`src/rtl/irq_sel_pkg.sv`:
```
package irq_sel_pkg;
    localparam int EVT_COUNT      = 128;
    localparam int OUT_COUNT      = 12;
    localparam int OUT_BASE       = 4;
    localparam int FIELDS_PER_REG = 4;
    localparam int FIELD_STRIDE   = 8;
    localparam int CFG_DATA_W     = 32;

    // Reset source for output slot k: event number equal to the output number.
    function automatic int default_src(int k);
        return k + OUT_BASE;
    endfunction

    // Lowest bit position of the field for slot k inside its word.
    function automatic int field_lsb(int k);
        return (k % FIELDS_PER_REG) * FIELD_STRIDE;
    endfunction

    // Word address (1-based) that holds the field for slot k.
    function automatic int word_of(int k);
        return k / FIELDS_PER_REG + 1;
    endfunction
endpackage

```
`src/rtl/irq_sel_regs.sv`:
```
module irq_sel_regs
    import irq_sel_pkg::*;
#(
    parameter int NUM_OUT = OUT_COUNT,
    parameter int SEL_W   = 7,
    parameter int ADDR_W  = 2,
    parameter int DATA_W  = CFG_DATA_W
) (
    input  logic                     clk,
    input  logic                     rst,
    input  logic                     cfg_we,
    input  logic [ADDR_W-1:0]        cfg_addr,
    input  logic [DATA_W-1:0]        cfg_wdata,
    output logic [DATA_W-1:0]        cfg_rdata,
    output logic [NUM_OUT*SEL_W-1:0] sel_o
);
    for (genvar k = 0; k < NUM_OUT; k++) begin : g_field
        localparam int LSB  = field_lsb(k);
        localparam int WORD = word_of(k);
        logic [SEL_W-1:0] src_q;

        always_ff @(posedge clk) begin
            if (rst) begin
                src_q <= SEL_W'(default_src(k));
            end else if (cfg_we && cfg_addr == ADDR_W'(WORD)) begin
                src_q <= cfg_wdata[LSB +: SEL_W];
            end
        end

        assign sel_o[k*SEL_W +: SEL_W] = src_q;
    end

    always_comb begin
        cfg_rdata = '0;
        for (int k = 0; k < NUM_OUT; k++) begin
            if (cfg_addr == ADDR_W'(word_of(k))) begin
                cfg_rdata[field_lsb(k) +: SEL_W] = sel_o[k*SEL_W +: SEL_W];
            end
        end
    end
endmodule

```
`src/rtl/irq_sel_mux.sv`:
```
module irq_sel_mux #(
    parameter int NUM_EVT = 128,
    parameter int NUM_OUT = 12,
    parameter int SEL_W   = 7
) (
    input  logic                     clk,
    input  logic                     rst,
    input  logic [NUM_EVT-1:0]       evt_i,
    input  logic [NUM_OUT*SEL_W-1:0] sel_i,
    output logic [NUM_OUT-1:0]       hit_o,
    output logic [NUM_OUT-1:0]       irq_o
);
    for (genvar k = 0; k < NUM_OUT; k++) begin : g_route
        logic [SEL_W-1:0] src;
        logic             req_q;

        assign src      = sel_i[k*SEL_W +: SEL_W];
        assign hit_o[k] = evt_i[src];

        always_ff @(posedge clk) begin
            if (rst) req_q <= 1'b0;
            else     req_q <= hit_o[k];
        end

        assign irq_o[k] = req_q;
    end
endmodule

```
`src/rtl/irq_pend_prio.sv`:
```
module irq_pend_prio
    import irq_sel_pkg::*;
#(
    parameter int NUM_OUT = OUT_COUNT,
    parameter int NUM_W   = 4
) (
    input  logic               clk,
    input  logic               rst,
    input  logic [NUM_OUT-1:0] hit_i,
    input  logic [NUM_OUT-1:0] ack_i,
    output logic [NUM_OUT-1:0] pend_o,
    output logic               top_valid_o,
    output logic [NUM_W-1:0]   top_num_o
);
    logic [NUM_OUT-1:0] pend_q;

    // A new event in the acknowledge cycle wins, so it is never lost.
    always_ff @(posedge clk) begin
        if (rst) pend_q <= '0;
        else     pend_q <= (pend_q & ~ack_i) | hit_i;
    end

    always_comb begin
        top_valid_o = |pend_q;
        top_num_o   = '0;
        for (int i = NUM_OUT - 1; i >= 0; i--) begin
            if (pend_q[i]) top_num_o = NUM_W'(i + OUT_BASE);
        end
    end

    assign pend_o = pend_q;
endmodule

```
`src/rtl/irq_src_router.sv`:
```
module irq_src_router
    import irq_sel_pkg::*;
#(
    parameter int NUM_EVT = EVT_COUNT,
    parameter int NUM_OUT = OUT_COUNT
) (
    input  logic                     clk,
    input  logic                     rst,
    input  logic                     cfg_we,
    input  logic [1:0]               cfg_addr,
    input  logic [CFG_DATA_W-1:0]    cfg_wdata,
    output logic [CFG_DATA_W-1:0]    cfg_rdata,
    input  logic [NUM_EVT-1:0]       evt_i,
    input  logic [NUM_OUT-1:0]       ack_i,
    output logic [NUM_OUT-1:0]       irq_o,
    output logic                     top_valid_o,
    output logic [3:0]               top_num_o
);
    localparam int SEL_W = $clog2(NUM_EVT);
    localparam int NUM_W = $clog2(OUT_BASE + NUM_OUT);

    logic [NUM_OUT*SEL_W-1:0] sel_flat;
    logic [NUM_OUT-1:0]       hit;
    logic [NUM_OUT-1:0]       pend_q;

    irq_sel_regs #(
        .NUM_OUT(NUM_OUT), .SEL_W(SEL_W), .ADDR_W(2), .DATA_W(CFG_DATA_W)
    ) u_regs (
        .clk(clk), .rst(rst), .cfg_we(cfg_we), .cfg_addr(cfg_addr),
        .cfg_wdata(cfg_wdata), .cfg_rdata(cfg_rdata), .sel_o(sel_flat)
    );

    irq_sel_mux #(
        .NUM_EVT(NUM_EVT), .NUM_OUT(NUM_OUT), .SEL_W(SEL_W)
    ) u_mux (
        .clk(clk), .rst(rst), .evt_i(evt_i), .sel_i(sel_flat),
        .hit_o(hit), .irq_o(irq_o)
    );

    irq_pend_prio #(
        .NUM_OUT(NUM_OUT), .NUM_W(NUM_W)
    ) u_prio (
        .clk(clk), .rst(rst), .hit_i(hit), .ack_i(ack_i), .pend_o(pend_q),
        .top_valid_o(top_valid_o), .top_num_o(top_num_o)
    );
endmodule

```
`config.mk`:
```
export PLATFORM = sky130hd
export DESIGN_NAME = irq_src_router
export DESIGN_NICKNAME = d
export VERILOG_FILES = /design/src/rtl/irq_sel_pkg.sv /design/src/rtl/irq_sel_regs.sv /design/src/rtl/irq_sel_mux.sv /design/src/rtl/irq_pend_prio.sv /design/src/rtl/irq_src_router.sv
export SDC_FILE = /design/constraint.sdc
export NUM_CORES = 1
export LEC_CHECK = 0
export BUFFER_PORTS_ARGS = -buffer_cell sky130_fd_sc_hd__buf_4
export CORE_MARGIN = 8
export CORE_UTILIZATION = 35
export CTS_CLUSTER_DIAMETER = 80
export CTS_CLUSTER_SIZE = 14
export DETAILED_ROUTE_END_ITERATION = 12
export PLACE_DENSITY_LB_ADDON = 0.05
export SYNTH_ARGS = -nofsm -noshare
export SYNTH_HDL_FRONTEND = slang
export SYNTH_HIERARCHICAL = 1
export SYNTH_SLANG_ARGS = --single-unit
```
`constraint.sdc`:
```
create_clock -name clk -period 3 [get_ports clk]
set_input_delay 0.3 -clock clk [delete_from_list [all_inputs] [get_ports clk]]
set_output_delay 0.3 -clock clk [all_outputs]
set_load 0.05 [all_outputs]
```
Yosys cells after proc, flatten, opt, wreduce, memory -nomap -nowiden
Cells that the tools add are included.
{"block": "word_totals", "regBits": 108, "latch_bits": 0, "ramBits": 0, "romBits": 0, "input_bits": 177, "out_inout_bits": 49, "wordCells": 95, "n_memories": 0}
{"block": "op_classes", "addsub": 0, "multipliers": 0, "n_div": 0, "order_cmp": 12, "eq_ne": 3, "n_shift": 0, "n_mux": 48, "bitwise_logic": 3, "n_reduce_logical": 4}
{"op": "$lt 7x8->1 const B", "count": 12}
{"op": "$bmux 1 s7", "count": 12}
{"op": "$mux 7", "count": 12}
{"op": "$mux 4", "count": 12}
{"op": "$and 12x12->12", "count": 1}
{"op": "$mux 1", "count": 12}
{"op": "$not 12->12", "count": 1}
{"op": "$or 12x12->12", "count": 1}
{"op": "$reduce_or 12->1", "count": 1}
{"op": "$eq 2x2->1 const B", "count": 2}
{"op": "$logic_and 1x1->1", "count": 3}
{"op": "$eq 2x1->1 const B", "count": 1}

Depth between registers and ports, before layout
{"block": "depth", "ltp_word": 12, "depth_mapped": 12, "depth_no_buf": 8}

Hierarchy
The synthesis kept the hierarchy.
{"module": "irq_sel_mux", "n_inst": 1, "cells_per_inst": 1335, "area_each_um2": 14113.5, "seq_area_each_um2": 240.2}
{"module": "irq_sel_regs", "n_inst": 1, "cells_per_inst": 389, "area_each_um2": 4002.6, "seq_area_each_um2": 1681.6}
{"module": "irq_pend_prio", "n_inst": 1, "cells_per_inst": 71, "area_each_um2": 530.5, "seq_area_each_um2": 240.2}

Worst setup path before layout
OpenSTA, ideal clock, no wires.
{"block": "synth_timing", "kind": "register to register", "from": "register u_regs.g_field[5].src_q[1]", "to": "register u_prio.pend_q[5] (netlist: u_prio/pend_o[5])", "setup_ns": 0.128, "arrival_ns": 2.275, "required_time_ns": 2.872, "setup_slack_ns": 0.597, "stages_incl_launch_ff": 11, "n_path_buf": 3, "period_less_slack_ns": 2.403, "path_cell_list": "dfxtp_1 > buf_2 > buf_2 > buf_2 > mux4_2 > mux2_2 > o32a_1 > nand4_1 > nand4_1 > a21oi_1 > nor2_1"}
{"block": "synth_between", "elab_chain_len": 3}
{"item": "start: declaration", "line": "irq_sel_regs.sv:20", "source": "logic [SEL_W-1:0] src_q;"}
{"item": "start signal: assignment", "line": "irq_sel_regs.sv:24", "source": "src_q <= SEL_W'(default_src(k));"}
{"item": "start signal: assignment", "line": "irq_sel_regs.sv:26", "source": "src_q <= cfg_wdata[LSB +: SEL_W];"}
{"item": "$bmux 1 s7", "line": "irq_sel_mux.sv:18", "source": "assign hit_o[k] = evt_i[src];"}
{"item": "$mux 1 (implied by the code)", "line": "irq_sel_mux.sv:18"}
{"item": "via hit[5]", "line": "irq_src_router.sv:23", "source": "logic [NUM_OUT-1:0] hit;"}
{"item": "$or 12x12->12", "line": "irq_pend_prio.sv:20", "source": "else pend_q <= (pend_q & ~ack_i) | hit_i;"}
{"item": "end signal: assignment", "line": "irq_pend_prio.sv:20"}
{"item": "end: declaration", "line": "irq_pend_prio.sv:15", "source": "logic [NUM_OUT-1:0] pend_q;"}
The timed path passes the listed nets, and every way through them passes these cells. The select of a mux whose other input is x is not followed.
A chain may end at the register's enable or synchronous reset.

Worst setup path after layout
{"block": "layout_timing", "from": "register u_regs.g_field[4].src_q[3]", "to": "register u_prio.pend_q[4] (netlist: u_prio/pend_o[4])"}
{"block": "layout_between", "elab_chain_len": 3}
{"item": "start: declaration", "line": "irq_sel_regs.sv:20"}
{"item": "start signal: assignment", "line": "irq_sel_regs.sv:24"}
{"item": "start signal: assignment", "line": "irq_sel_regs.sv:26"}
{"item": "$bmux 1 s7", "line": "irq_sel_mux.sv:18"}
{"item": "$mux 1 (implied by the code)", "line": "irq_sel_mux.sv:18"}
{"item": "via hit[4]", "line": "irq_src_router.sv:23"}
{"item": "$or 12x12->12", "line": "irq_pend_prio.sv:20"}
The timed path passes the listed nets, and every way through them passes these cells. The select of a mux whose other input is x is not followed.

==> results.sh <==
export IMPL_hold_path_depth=3
export IMPL_die_height_um=247
export IMPL_synth_seq_area_share_pct=11.6
export IMPL_synthArstFlopShare_pct=0
export IMPL_dr_pass1_iters=5
export IMPL_synth_avg_cell_area_um2=10.4
export IMPL_core_area_mm2=0.0527
export IMPL_r2r_cells=9
export IMPL_routabilityCongestion=1.04
export IMPL_num_nets_final=2014
export IMPL_routed_wl_um=102000
export IMPL_ys_warn_count=6
export IMPL_holdBufCountCts=0
export IMPL_setup_violations_final=0
export IMPL_place_area_mm2=0.0209
export IMPL_cts_resized_gates=0
export IMPL_min_period_ns=2.88
export IMPL_post_route_util_pct=40.3
export IMPL_hp_class="in -> reg"
export IMPL_status="finished clean"
export IMPL_finalClockSkew_ns=0.0159
export IMPL_holdWs_ns=0.200
export IMPL_ios=226
export IMPL_yosysTopAreaCell="mux4_2"
export IMPL_synthCells=1795
export IMPL_die_w_um=247
export IMPL_drcViolationCount=0
export IMPL_first_global_vias=18300
export IMPL_nFillCells=5164
export IMPL_crit_fanout=8
export IMPL_grt_max_degree=69
export IMPL_track_usage_pct=32.3
export IMPL_r2r_setup_slack_ns=0.12
export IMPL_p_leak_nw=8.19
export IMPL_max_slew_margin_rel_pct=48.8
export IMPL_finalSetupTns_ns=0
export IMPL_syn_area_mm2=0.0186
export IMPL_rsz0062_at_grt="false"
export IMPL_dp_hpwl_um=75000
export IMPL_ys_seq_elements=108
export IMPL_num_antenna_cells=0
export IMPL_route_met3_wl_um=10800
export IMPL_crit_arrival_ns=3.15
export IMPL_cts_path_max_buffers=2
export IMPL_synth_edff_count=0
export IMPL_p_total_mw=6.10
export IMPL_first_iter_violations=2276
export IMPL_cap_violations=0
export IMPL_met2WireLength_um=46800
export IMPL_critPathRequiredTime_ns=3.27
export IMPL_path_class="reg -> reg"
export IMPL_fmax_ghz=0.347
export IMPL_cts_sinks=108
export IMPL_cp_startpoint="u_regs/g_field[4].src_q[3]$_SDFFE_PP1P_"
export IMPL_grt_pass1_wl_um=141000
export IMPL_top_layer="met5"
export IMPL_yosysTopAreaCellShare_pct=37.9
export IMPL_clock_latency_ns=0.38
export IMPL_portBuffers=217
export IMPL_met1_length_um=37900
export IMPL_hold_end="u_regs/g_field[7].src_q[2]$_SDFFE_PP0P_"
export IMPL_grt_overflow=0
export IMPL_synth_cell_type_count=63
export IMPL_final_antenna_net_count=0
export IMPL_post_cts_buffers=0
export IMPL_vias=18314
export IMPL_wire_per_inst_um=40.3
export IMPL_slew_viol_final=0
export IMPL_drive_gt1_share_pct=41.7
export IMPL_crit_path_end_kind="register"
export IMPL_rows=84
export IMPL_design_area_mm2=0.0212
export IMPL_ir_drop_v=0.000257
export IMPL_antenna_found_initial=3
export IMPL_r2r_end="u_prio/pend_o[4]$_SDFF_PP0_"
export IMPL_start_util_pct=35.4
export IMPL_reg2reg_from="u_regs/g_field[4].src_q[3]$_SDFFE_PP1P_"
export IMPL_post_route_period_util_pct=96.2
export IMPL_numCtsBuffers=9
export IMPL_dieArea_mm2=0.0609
export IMPL_power_density_mw_per_mm2=288
export IMPL_cts_tree="built"
export IMPL_ys_flop_type="dfxtp_1"
export IMPL_cts_clk_slew_worst_paths_ns=0.08
export IMPL_holdCritStartpoint="cfg_wdata[26]"
export IMPL_htreeDepth=3
export IMPL_hold_viol=0
export IMPL_cts_root_buf="clkbuf_16"
export IMPL_vias_per_cell=7.24
export IMPL_synth_area_leaders="mux4_2, mux2i_1, dfxtp_1, clkbuf_1, nand2b_1"
export IMPL_worst_pin_slew_ns=0.765
export IMPL_areaGrowthSynthToFinish_pct=13.7
export IMPL_critPathLaunchType="register"
==> area by class of cell <==
type	count	area [um2]	area share, %
Multi-Input combinational cell	1340	14900	70.3
Timing Repair Buffer	352	2810	13.2
Sequential cell	108	2190	10.3
Tap cell	688	861	4.06
Clock buffer	10	239	1.13
Inverter	26	97.6	0.460
Clock inverter	6	95.1	0.449
==> kinds of logic (layout without fill, tap and decap cells) <==
family                 count (synthesis)  in the layout  synth area share (%)
AOI/OAI and AO/OA                    278            278                  11.0
buffers and inverters                350            394                  8.54
other                                  1              4                0.0201
and+or+nand+nor                      401            401                  12.2
DFF                                  108            108                  11.6
muxes                                657            657                  56.7
==> power by group <==
part	switching [mW]	internal, mW
registers	0.171	1.51
clock network	0.646	0.768
logic	1.70	1.30
total	2.52	3.58
==> state kept, by name (all words and copies together) (netlist names) <==
signal,cells
u_regs/g_field.src_q,84
u_prio/pend_o,12
u_mux/g_route.req_q,12
==> worst max-delay path by stage <==
| stage | endpoint | cells past startpoint |
|---|---|---|
| after floorplan | u_prio/pend_o[5]$_SDFF_PP0_ | 10 |
| after global placement | u_prio/pend_o[4]$_SDFF_PP0_ | 9 |
| final | u_prio/pend_o[4]$_SDFF_PP0_ | 9 |
| after CTS | u_prio/pend_o[4]$_SDFF_PP0_ | 9 |
| after detailed placement | u_prio/pend_o[4]$_SDFF_PP0_ | 9 |
| after global routing | u_prio/pend_o[4]$_SDFF_PP0_ | 9 |
==> critical path: stages, from the launching register on <==
cell and delay [ns]:
dfxtp_1 0.63, buf_4 0.27, mux4_2 0.32, mux2i_1 0.30
o22ai_1 0.11, o21ai_0 0.35, nand4_1 0.35, buf_4 0.28
a21oi_1 0.11, nor2_1 0.05
==> through the flow <==
step | instances | setup slack, ns
after floorplan | 1798 | 0.597
after global placement | 2514 | 0.249
after detailed placement | 2514 | 0.211
after CTS | 2530 | 0.207
after global routing | 2530 | 0.0670
final | 2530 | 0.115
==> cell usage in the layout, fill, tap and decap left out, types with 12 or more instances in the layout <==
| cell type | n |
|---|---|
| o21ai_0 | 17 |
| nor2_1 | 84 |
| nor2b_1 | 46 |
| nand2_1 | 40 |
| a211oi_1 | 19 |
| a22o_1 | 37 |
| mux2i_1 | 292 |
| a22oi_1 | 45 |
| nor3_1 | 12 |
| and2_1 | 12 |
| a21oi_1 | 33 |
| o22ai_1 | 35 |
| buf_12 | 13 |
| nand4_1 | 23 |
| buf_4 | 339 |
| dfxtp_2 | 14 |
| nand3b_1 | 14 |
| dfxtp_1 | 92 |
| a31oi_1 | 13 |
| mux4_2 | 314 |
| mux2_2 | 51 |
| nand2b_1 | 106 |
| inv_1 | 25 |
==> synth_stat cells, types with 13 or more instances <==
| cell | instances |
|---|---|
| buf_2 | 65 |
| a22oi_1 | 45 |
| nor2b_1 | 47 |
| buf_4 | 44 |
| inv_1 | 25 |
| nand2b_1 | 106 |
| a22o_1 | 37 |
| o21ai_0 | 17 |
| mux2i_1 | 292 |
| nor2_1 | 84 |
| buf_1 | 20 |
| nand4_1 | 23 |
| nand3b_1 | 14 |
| a21oi_1 | 33 |
| o22ai_1 | 35 |
| clkbuf_1 | 189 |
| mux4_2 | 314 |
| dfxtp_1 | 108 |
| a211oi_1 | 19 |
| mux2_2 | 51 |
| a31oi_1 | 13 |
| nand2_1 | 40 |
==> per-layer routing <==
layer / vias to the layer above / track usage (%)
met2: 1355 / 51.4
met4: 2 / 17.2
met5: - / 0
met1: 9482 / 39.8
met3: 304 / 8.57
li1: 7171 / -
No activity file was read; power rests on OpenSTA's default activity.
